[src/rtl/irq_collector_pkg.sv]
package irq_collector_pkg;
  localparam int unsigned N_SRC     = 64;
  localparam int unsigned N_LVL     = 4;
  localparam int unsigned SRC_W     = $clog2(N_SRC);
  localparam int unsigned LVL_W     = $clog2(N_LVL);
  localparam int unsigned DATA_W    = 32;
  localparam int unsigned ADDR_W    = 9;
  localparam int unsigned RIDX_W    = ADDR_W - 4;
  localparam int unsigned SLOTS     = 4;
  localparam int unsigned SLOT_W    = DATA_W / SLOTS;
  localparam int unsigned CFG_WORDS = N_SRC / SLOTS;

  localparam logic [RIDX_W-1:0] RI_VEC   = 5'd0;
  localparam logic [RIDX_W-1:0] RI_ACK   = 5'd1;
  localparam logic [RIDX_W-1:0] RI_CTRL  = 5'd2;
  localparam logic [RIDX_W-1:0] RI_STAT  = 5'd3;
  localparam logic [RIDX_W-1:0] RI_RAW0  = 5'd4;
  localparam logic [RIDX_W-1:0] RI_RAW1  = 5'd5;
  localparam logic [RIDX_W-1:0] RI_CFG0  = 5'd6;
  localparam logic [RIDX_W-1:0] RI_VBASE = 5'd22;
  localparam logic [RIDX_W-1:0] RI_CLR0  = 5'd29;
  localparam logic [RIDX_W-1:0] RI_SCR   = 5'd31;

  localparam int unsigned CB_IRQ_EN   = 0;
  localparam int unsigned CB_RD_ENTRY = 1;
  localparam int unsigned CB_NO_NEST  = 2;
  localparam int unsigned CTRL_W      = 3;

  typedef logic [LVL_W-1:0] lvl_t;

  typedef struct packed {
    logic sw;
    logic en;
    lvl_t lvl;
  } src_cfg_t;
endpackage

[src/rtl/irq_pick.sv]
module irq_pick
  import irq_collector_pkg::*;
#(
  parameter int unsigned NS = N_SRC,
  localparam int unsigned IW = $clog2(NS)
) (
  input  logic [NS-1:0]       pend_i,
  input  lvl_t [NS-1:0]       lvl_i,
  output logic                valid_o,
  output logic [IW-1:0]       idx_o,
  output lvl_t                lvl_o
);
  logic [N_LVL-1:0][NS-1:0] lvl_pend;

  for (genvar l = 0; l < N_LVL; l++) begin : g_lvl
    for (genvar n = 0; n < NS; n++) begin : g_src
      assign lvl_pend[l][n] = pend_i[n] && (lvl_i[n] == lvl_t'(l));
    end
  end

  // ascending level, descending index: last hit is highest level, lowest index
  always_comb begin
    valid_o = 1'b0;
    idx_o   = '0;
    lvl_o   = '0;
    for (int l = 0; l < N_LVL; l++) begin
      for (int n = NS - 1; n >= 0; n--) begin
        if (lvl_pend[l][n]) begin
          valid_o = 1'b1;
          idx_o   = IW'(n);
          lvl_o   = lvl_t'(l);
        end
      end
    end
  end
endmodule

[src/rtl/irq_service.sv]
module irq_service
  import irq_collector_pkg::*;
(
  input  logic             clk_i,
  input  logic             rst_ni,
  input  logic             win_valid_i,
  input  logic [SRC_W-1:0] win_idx_i,
  input  lvl_t             win_lvl_i,
  input  logic             irq_en_i,
  input  logic             no_nest_i,
  input  logic             enter_req_i,
  input  logic             ack_we_i,
  input  logic [N_LVL-1:0] ack_lvl_i,
  output logic             irq_o,
  output logic [N_LVL-1:0] svc_o,
  output logic             held_o,
  output logic [SRC_W-1:0] held_idx_o
);
  logic [N_LVL-1:0] svc_q, at_or_above, set_mask, clr_mask;
  logic             blocked, enter;
  logic             held_q;
  logic [SRC_W-1:0] held_idx_q;

  for (genvar l = 0; l < N_LVL; l++) begin : g_cmp
    assign at_or_above[l] = (lvl_t'(l) >= win_lvl_i);
  end

  assign blocked  = no_nest_i ? (|svc_q) : (|(svc_q & at_or_above));
  assign irq_o    = irq_en_i && win_valid_i && !blocked;
  assign enter    = enter_req_i && irq_o;
  assign set_mask = enter ? (N_LVL'(1) << win_lvl_i) : '0;
  assign clr_mask = ack_we_i ? ack_lvl_i : '0;

  always_ff @(posedge clk_i or negedge rst_ni) begin
    if (!rst_ni) begin
      svc_q      <= '0;
      held_q     <= 1'b0;
      held_idx_q <= '0;
    end else begin
      svc_q <= (svc_q & ~clr_mask) | set_mask;
      if (enter) begin
        held_q     <= 1'b1;
        held_idx_q <= win_idx_i;
      end else if (ack_we_i) begin
        held_q <= 1'b0;
      end
    end
  end

  assign svc_o      = svc_q;
  assign held_o     = held_q;
  assign held_idx_o = held_idx_q;

  a_r5_enter_sets_level: assert property (@(posedge clk_i) disable iff (!rst_ni)
    enter |=> svc_q[$past(win_lvl_i)]);

  a_r6_ack_clears_level: assert property (@(posedge clk_i) disable iff (!rst_ni)
    (ack_we_i && !enter) |=> ((svc_q & $past(ack_lvl_i)) == '0));

  a_r4_held_stable: assert property (@(posedge clk_i) disable iff (!rst_ni)
    (held_q && !enter && !ack_we_i) |=> (held_q && $stable(held_idx_q)));
endmodule

[src/rtl/irq_collector.sv]
module irq_collector
  import irq_collector_pkg::*;
(
  input  logic              clk_i,
  input  logic              rst_ni,
  input  logic [N_SRC-1:0]  req_i,
  output logic              irq_o,
  input  logic [ADDR_W-1:0] addr_i,
  input  logic              we_i,
  input  logic              rd_i,
  input  logic [DATA_W-1:0] wdata_i,
  output logic [DATA_W-1:0] rdata_o
);
  logic [RIDX_W-1:0] widx;
  logic              acc, acc_we, acc_rd;
  logic [CTRL_W-1:0] ctrl_q;
  logic [DATA_W-3:0] vbase_q;
  logic [DATA_W-1:0] scr_q;

  src_cfg_t [N_SRC-1:0] cfg_v;
  logic [N_SRC-1:0]     en_v, sw_v, pend;
  lvl_t [N_SRC-1:0]     lvl_v;

  logic             win_valid, held;
  logic [SRC_W-1:0] win_idx, held_idx, cur_src;
  lvl_t             win_lvl;
  logic [N_LVL-1:0] svc;
  logic             enter_req, ack_we;
  logic [DATA_W-1:0] vec_addr;

  assign widx   = addr_i[ADDR_W-1:4];
  assign acc    = (addr_i[3:0] == 4'h0);  // alias offsets not implemented
  assign acc_we = we_i && acc;
  assign acc_rd = rd_i && acc;

  // per-source configuration slots
  for (genvar n = 0; n < N_SRC; n++) begin : g_src
    localparam logic [RIDX_W-1:0] CFG_IDX = RI_CFG0 + RIDX_W'(n / SLOTS);
    localparam logic [RIDX_W-1:0] CLR_IDX = RI_CLR0 + RIDX_W'(n / DATA_W);
    localparam int unsigned       SLOT    = n % SLOTS;
    localparam int unsigned       CBIT    = n % DATA_W;
    src_cfg_t cfg_q;

    always_ff @(posedge clk_i or negedge rst_ni) begin
      if (!rst_ni) begin
        cfg_q <= '0;
      end else if (acc_we && widx == CFG_IDX) begin
        cfg_q <= src_cfg_t'(wdata_i[SLOT*SLOT_W +: $bits(src_cfg_t)]);
      end else if (acc_we && widx == CLR_IDX && wdata_i[CBIT]) begin
        cfg_q.sw <= 1'b0;
      end
    end

    assign cfg_v[n] = cfg_q;
    assign en_v[n]  = cfg_q.en;
    assign sw_v[n]  = cfg_q.sw;
    assign lvl_v[n] = cfg_q.lvl;
  end

  assign pend = (req_i | sw_v) & en_v;

  always_ff @(posedge clk_i or negedge rst_ni) begin
    if (!rst_ni) begin
      ctrl_q  <= '0;
      vbase_q <= '0;
      scr_q   <= '0;
    end else if (acc_we) begin
      case (widx)
        RI_CTRL:  ctrl_q  <= wdata_i[CTRL_W-1:0];
        RI_VBASE: vbase_q <= wdata_i[DATA_W-1:2];
        RI_SCR:   scr_q   <= wdata_i;
        default: ;
      endcase
    end
  end

  irq_pick #(.NS(N_SRC)) u_pick (
    .pend_i  (pend),
    .lvl_i   (lvl_v),
    .valid_o (win_valid),
    .idx_o   (win_idx),
    .lvl_o   (win_lvl)
  );

  assign enter_req = ctrl_q[CB_RD_ENTRY] ? (acc_rd && widx == RI_VEC)
                                         : (acc_we && widx == RI_VEC);
  assign ack_we    = acc_we && widx == RI_ACK;

  irq_service u_svc (
    .clk_i       (clk_i),
    .rst_ni      (rst_ni),
    .win_valid_i (win_valid),
    .win_idx_i   (win_idx),
    .win_lvl_i   (win_lvl),
    .irq_en_i    (ctrl_q[CB_IRQ_EN]),
    .no_nest_i   (ctrl_q[CB_NO_NEST]),
    .enter_req_i (enter_req),
    .ack_we_i    (ack_we),
    .ack_lvl_i   (wdata_i[N_LVL-1:0]),
    .irq_o       (irq_o),
    .svc_o       (svc),
    .held_o      (held),
    .held_idx_o  (held_idx)
  );

  assign cur_src  = held ? held_idx : win_idx;
  assign vec_addr = {vbase_q, 2'b00} + {{(DATA_W-SRC_W-2){1'b0}}, cur_src, 2'b00};

  always_comb begin
    rdata_o = '0;
    if (acc) begin
      case (widx)
        RI_VEC:   rdata_o = vec_addr;
        RI_CTRL:  rdata_o[CTRL_W-1:0] = ctrl_q;
        RI_STAT:  rdata_o[SRC_W-1:0] = cur_src;
        RI_RAW0:  rdata_o = req_i[DATA_W-1:0];
        RI_RAW1:  rdata_o = req_i[2*DATA_W-1:DATA_W];
        RI_VBASE: rdata_o = {vbase_q, 2'b00};
        RI_SCR:   rdata_o = scr_q;
        default: begin
          if (widx >= RI_CFG0 && widx < RI_CFG0 + RIDX_W'(CFG_WORDS)) begin
            for (int s = 0; s < SLOTS; s++) begin
              rdata_o[s*SLOT_W +: $bits(src_cfg_t)] =
                cfg_v[SRC_W'((widx - RI_CFG0)) * SRC_W'(SLOTS) + SRC_W'(s)];
            end
          end
        end
      endcase
    end
  end

  // independent check: nobody beats the winner
  logic [N_SRC-1:0] beats;
  for (genvar n = 0; n < N_SRC; n++) begin : g_beat
    assign beats[n] = pend[n] && ((lvl_v[n] > win_lvl) ||
                      (lvl_v[n] == win_lvl && SRC_W'(n) < win_idx));
  end

  a_r2_winner_pending: assert property (@(posedge clk_i) disable iff (!rst_ni)
    win_valid |-> (pend[win_idx] && lvl_v[win_idx] == win_lvl));

  a_r2_none_better: assert property (@(posedge clk_i) disable iff (!rst_ni)
    win_valid |-> (beats == '0));

  a_r12_idle_no_winner: assert property (@(posedge clk_i) disable iff (!rst_ni)
    (pend == '0) |-> (!win_valid && !irq_o));

  a_r7_no_nest_blocks: assert property (@(posedge clk_i) disable iff (!rst_ni)
    (ctrl_q[CB_NO_NEST] && svc != '0) |-> !irq_o);
endmodule

[config.mk]
export PLATFORM = sky130hd
export DESIGN_NAME = irq_collector
export DESIGN_NICKNAME = d
export VERILOG_FILES = /design/src/rtl/irq_collector_pkg.sv /design/src/rtl/irq_pick.sv /design/src/rtl/irq_service.sv /design/src/rtl/irq_collector.sv
export SDC_FILE = /design/constraint.sdc
export NUM_CORES = 1
export LEC_CHECK = 0
export BUFFER_PORTS_ARGS = -buffer_cell sky130_fd_sc_hd__buf_2
export CORE_ASPECT_RATIO = 0.9
export CORE_MARGIN = 1.5
export CORE_UTILIZATION = 36
export CTS_CLUSTER_SIZE = 24
export DETAILED_ROUTE_END_ITERATION = 8
export GPL_TIMING_DRIVEN = 0
export PLACE_DENSITY = 0.52
export SLEW_MARGIN = 20
export SYNTH_ARGS = -nofsm -noshare
export SYNTH_HDL_FRONTEND = slang
export SYNTH_HIERARCHICAL = 1
export SYNTH_SLANG_ARGS = --single-unit
[constraint.sdc]
create_clock -name clk_i -period 4.2 [get_ports clk_i]
set_clock_uncertainty 0.15 [all_clocks]
set_input_delay 0.21 -clock clk_i [delete_from_list [all_inputs] [get_ports clk_i]]
set_output_delay 0.21 -clock clk_i [all_outputs]
set_load 0.1 [all_outputs]
==> results.toml <==
[worst_setup_path]
worst_r2r_path_depth = 15
reg2reg_from = "cfg_v[99]$_DFFE_PN0P_"
r2r-end = "u_svc/held_idx_o[2]$_DFFE_PN0P_"
end_kind = "primary output"
critPathLaunch = "cfg_v[87]$_DFFE_PN0P_"
r2r_setup_slack_ps = 380
start_kind = "flip-flop"
crit_required_ps = 3840
critical_path_class = "reg2out"
endpoint = "rdata_o[19]"
cp_max_fo = 6
crit_arrival_ps = 5600

[floorplanning]
io_pins = 142
die_h_um = 243.6
fp.dieW_um = 270.4
placementRows = 88
die_area_um2 = 65870
design.core.area_um2 = 63860
initial_utilization_pct = 36.27

[power]
power_mw = 8.320
p_per_area_nw_per_um2 = 277.3
power.leakage_nw = 13.19
peakVddDrop_v = 0.0003360

[placed_design]
io_buffers = 131
place_hpwl_um = 105300
gp_congestion = 1.023
dp_slack_ps = -3102

[routing]
wl_per_cell_um = 36.35
avgViaCountPerCell = 6.585
dr.pass1.iters = 6
drtIter0Drc = 3350
drt-total-wl_um = 133400
vias = 24160
antenna_left = 0
post-route-drc-count = 0

[flow_run]
cap_violations = 0

[synth]
ys_seq_area_share_pct = 35.87
synth_cell_types = 106
synthArstFlopShare_pct = 100.0
ys_ff_latch = 332
synthCells = 2493
ys.flop_type = "dfrtp_1"
syn_area_um2 = 23160
synthTopCellsByArea = "dfrtp_1, mux2_2, nand2_1"
yosysWarnings = 6
yosys.area.top_type = "dfrtp_1"
avgSynthCellArea_um2 = 9.290
synth-edff-count = 0
syn-num-nets = 2610
synth_top_area_share_pct = 35.87

[timing]
period_needed_ps = 5961
hold_viol_final = 0
timing.final.crit_share_pct = 141.9
holdWs_ps = 6.994
setup_ws_ps = -1761
slew_headroom_pct = 14.77
slew_violations = 0
grt_setup_unrepaired = "true"
fmax_ghz = 0.1678
finalSetupViolations = 32
worstMarginPinSlew_ps = 1278
fin_setup_tns_ps = -47870

[global_route]
overflow = 0
globalRouteTotalUtil_pct = 39.20
grt_max_degree = 96
grt_pass1_vias = 21990
grt_pass1_wl_um = 180300
antenna_found_initial = 6

[clocking]
ctsLongestPathBuffers = 3
clock-sinks = 332
root_buffer = "clkbuf_16"
ctsHtreeMaxLevel = 2
clk_pin_slew_ps = 60
cts_tree = "built"
cts_buffers = 37
clk_latency_ps = 560

[status]
status = "finished, violations left"
violations = "setup timing"

[layout]
layout_common_cells = "nand2_1, dfrtp_1, mux2_2"
final_common_cell = "nand2_1"
syn_to_final_growth_pct = 29.54
final_nets = 2902
drive_gt1_share_pct = 35.43

[worst_hold_path]
hold_path_class = "in2async"
through the flow:
step                util [%]  std cells  area (um2)
floorplan                  -       2493       23720
finish                 46.98       3669       30000
CTS                    45.39       3611       28990
detailed placement     40.09       3484       25600
global placement       39.85       3479       25450
global route           46.95       3663       29990
sequential cells by signal, indices dropped and copies added, names as in the netlist:
| name | flops |
|---|---|
| scr_q | 32 |
| ctrl_q | 3 |
| u_svc/held_idx_o | 6 |
| u_svc/svc_o | 4 |
| cfg_v | 256 |
| vbase_q | 30 |
| u_svc/held_o | 1 |
synth_stat cells (8+ instances only):
master and instances:
a2111oi_0 8, a211oi_1 23, a21oi_1 52, a221oi_1 16
a22oi_1 37, a31oi_1 35, and2_1 10, and3_1 18
and3b_1 31, buf_2 53, buf_4 9, clkbuf_1 63
dfrtp_1 332, inv_1 33, mux2_2 213, mux2i_1 17
mux4_2 65, nand2_1 476, nand2b_1 20, nand3_1 133
nand3b_1 90, nand4_1 43, nor2_1 94, nor2b_1 16
nor3_1 37, nor3b_1 47, nor3b_2 8, nor4_1 28
o2111ai_1 12, o211ai_1 18, o21a_1 72, o21ai_0 115
o21ai_1 22, o22ai_1 16, o31a_1 9, or3_1 11
or3b_1 10, or3b_2 9, xnor2_1 16, xor2_1 10
cells by family after synthesis:
family                     count (synthesis)  synth area share, %
buffers and inverters                    162                3.133
muxes                                    300                17.74
AOI/OAI and AO/OA                        521                15.44
DFF                                      332                35.87
and+or+nand+nor                         1144                26.37
adders and majority gates                  8               0.4646
xor gates and xnor gates                  26               0.9832
worst min-delay path by stage:
stage / slack [ps] / to / depth (start not counted)
floorplan: -240 / cfg_v[0]$_DFFE_PN0P_ / 0
global placement: 330 / u_svc/held_o$_DFFE_PN0P_ / 1
detailed placement: -5 / scr_q[30]$_DFFE_PN0P_ / 1
CTS: 10 / vbase_q[13]$_DFFE_PN0P_ / 2
global route: 30 / vbase_q[13]$_DFFE_PN0P_ / 2
finish: 7 / scr_q[22]$_DFFE_PN0P_ / 2
power breakdown:
part | switching (mW) | internal [mW] | total, mW
combinational | 0.978 | 0.574 | 1.55
sequential | 0.154 | 3.28 | 3.43
clock | 1.47 | 1.87 | 3.34
timing repair:
action,CTS,global route
endpoints found under the hold margin,218,0
pin swaps,79,74
endpoints found under the setup margin,44,33
setup buffers,46,52
hold buffers,19,0
gates resized for setup,381,120
cloned,1,0
metal layers:
| layer | vias to the layer above | routed length, um | part of all wire [%] | track usage [%] |
|---|---|---|---|---|
| met4 | 12 | 5424 | 4.1 | 12.41 |
| met2 | 1555 | 53690 | 40 | 53.85 |
| met1 | 12410 | 57100 | 43 | 56.76 |
| li1 | 9960 | - | - | - |
| met5 | - | 74 | 0.055 | 0 |
| met3 | 222 | 17070 | 13 | 13.75 |
critical path, stage by stage, from the launching register on:
cell and delay [ps]:
dfrtp_1 390, o21a_1 290, nand3b_1 240, o21ai_2 160
nor3_1 220, nor2_1 70, nor3_1 580, o221ai_1 260
o21ai_2 280, nand2_4 170, mux2_2 360, ha_4 280
a21oi_4 200, a21oi_4 90, buf_12 140, buf_12 130
buf_6 120, o2111ai_2 190, xor2_1 200, nor2_1 90
o32a_4 410, buf_12 170
layout make-up:
cell class,count,area (um2)
inverter,33,123.9
buffer,128,603.1
clock buffer,56,1097
timing repair buffer,253,2301
multi-input combinational,2000,16390
tap,855,1070
clock inverter,6,83.83
sequential,332,8320
fill,6154,33860
antenna,6,15.01
Power figures use the tool's default switching activity.
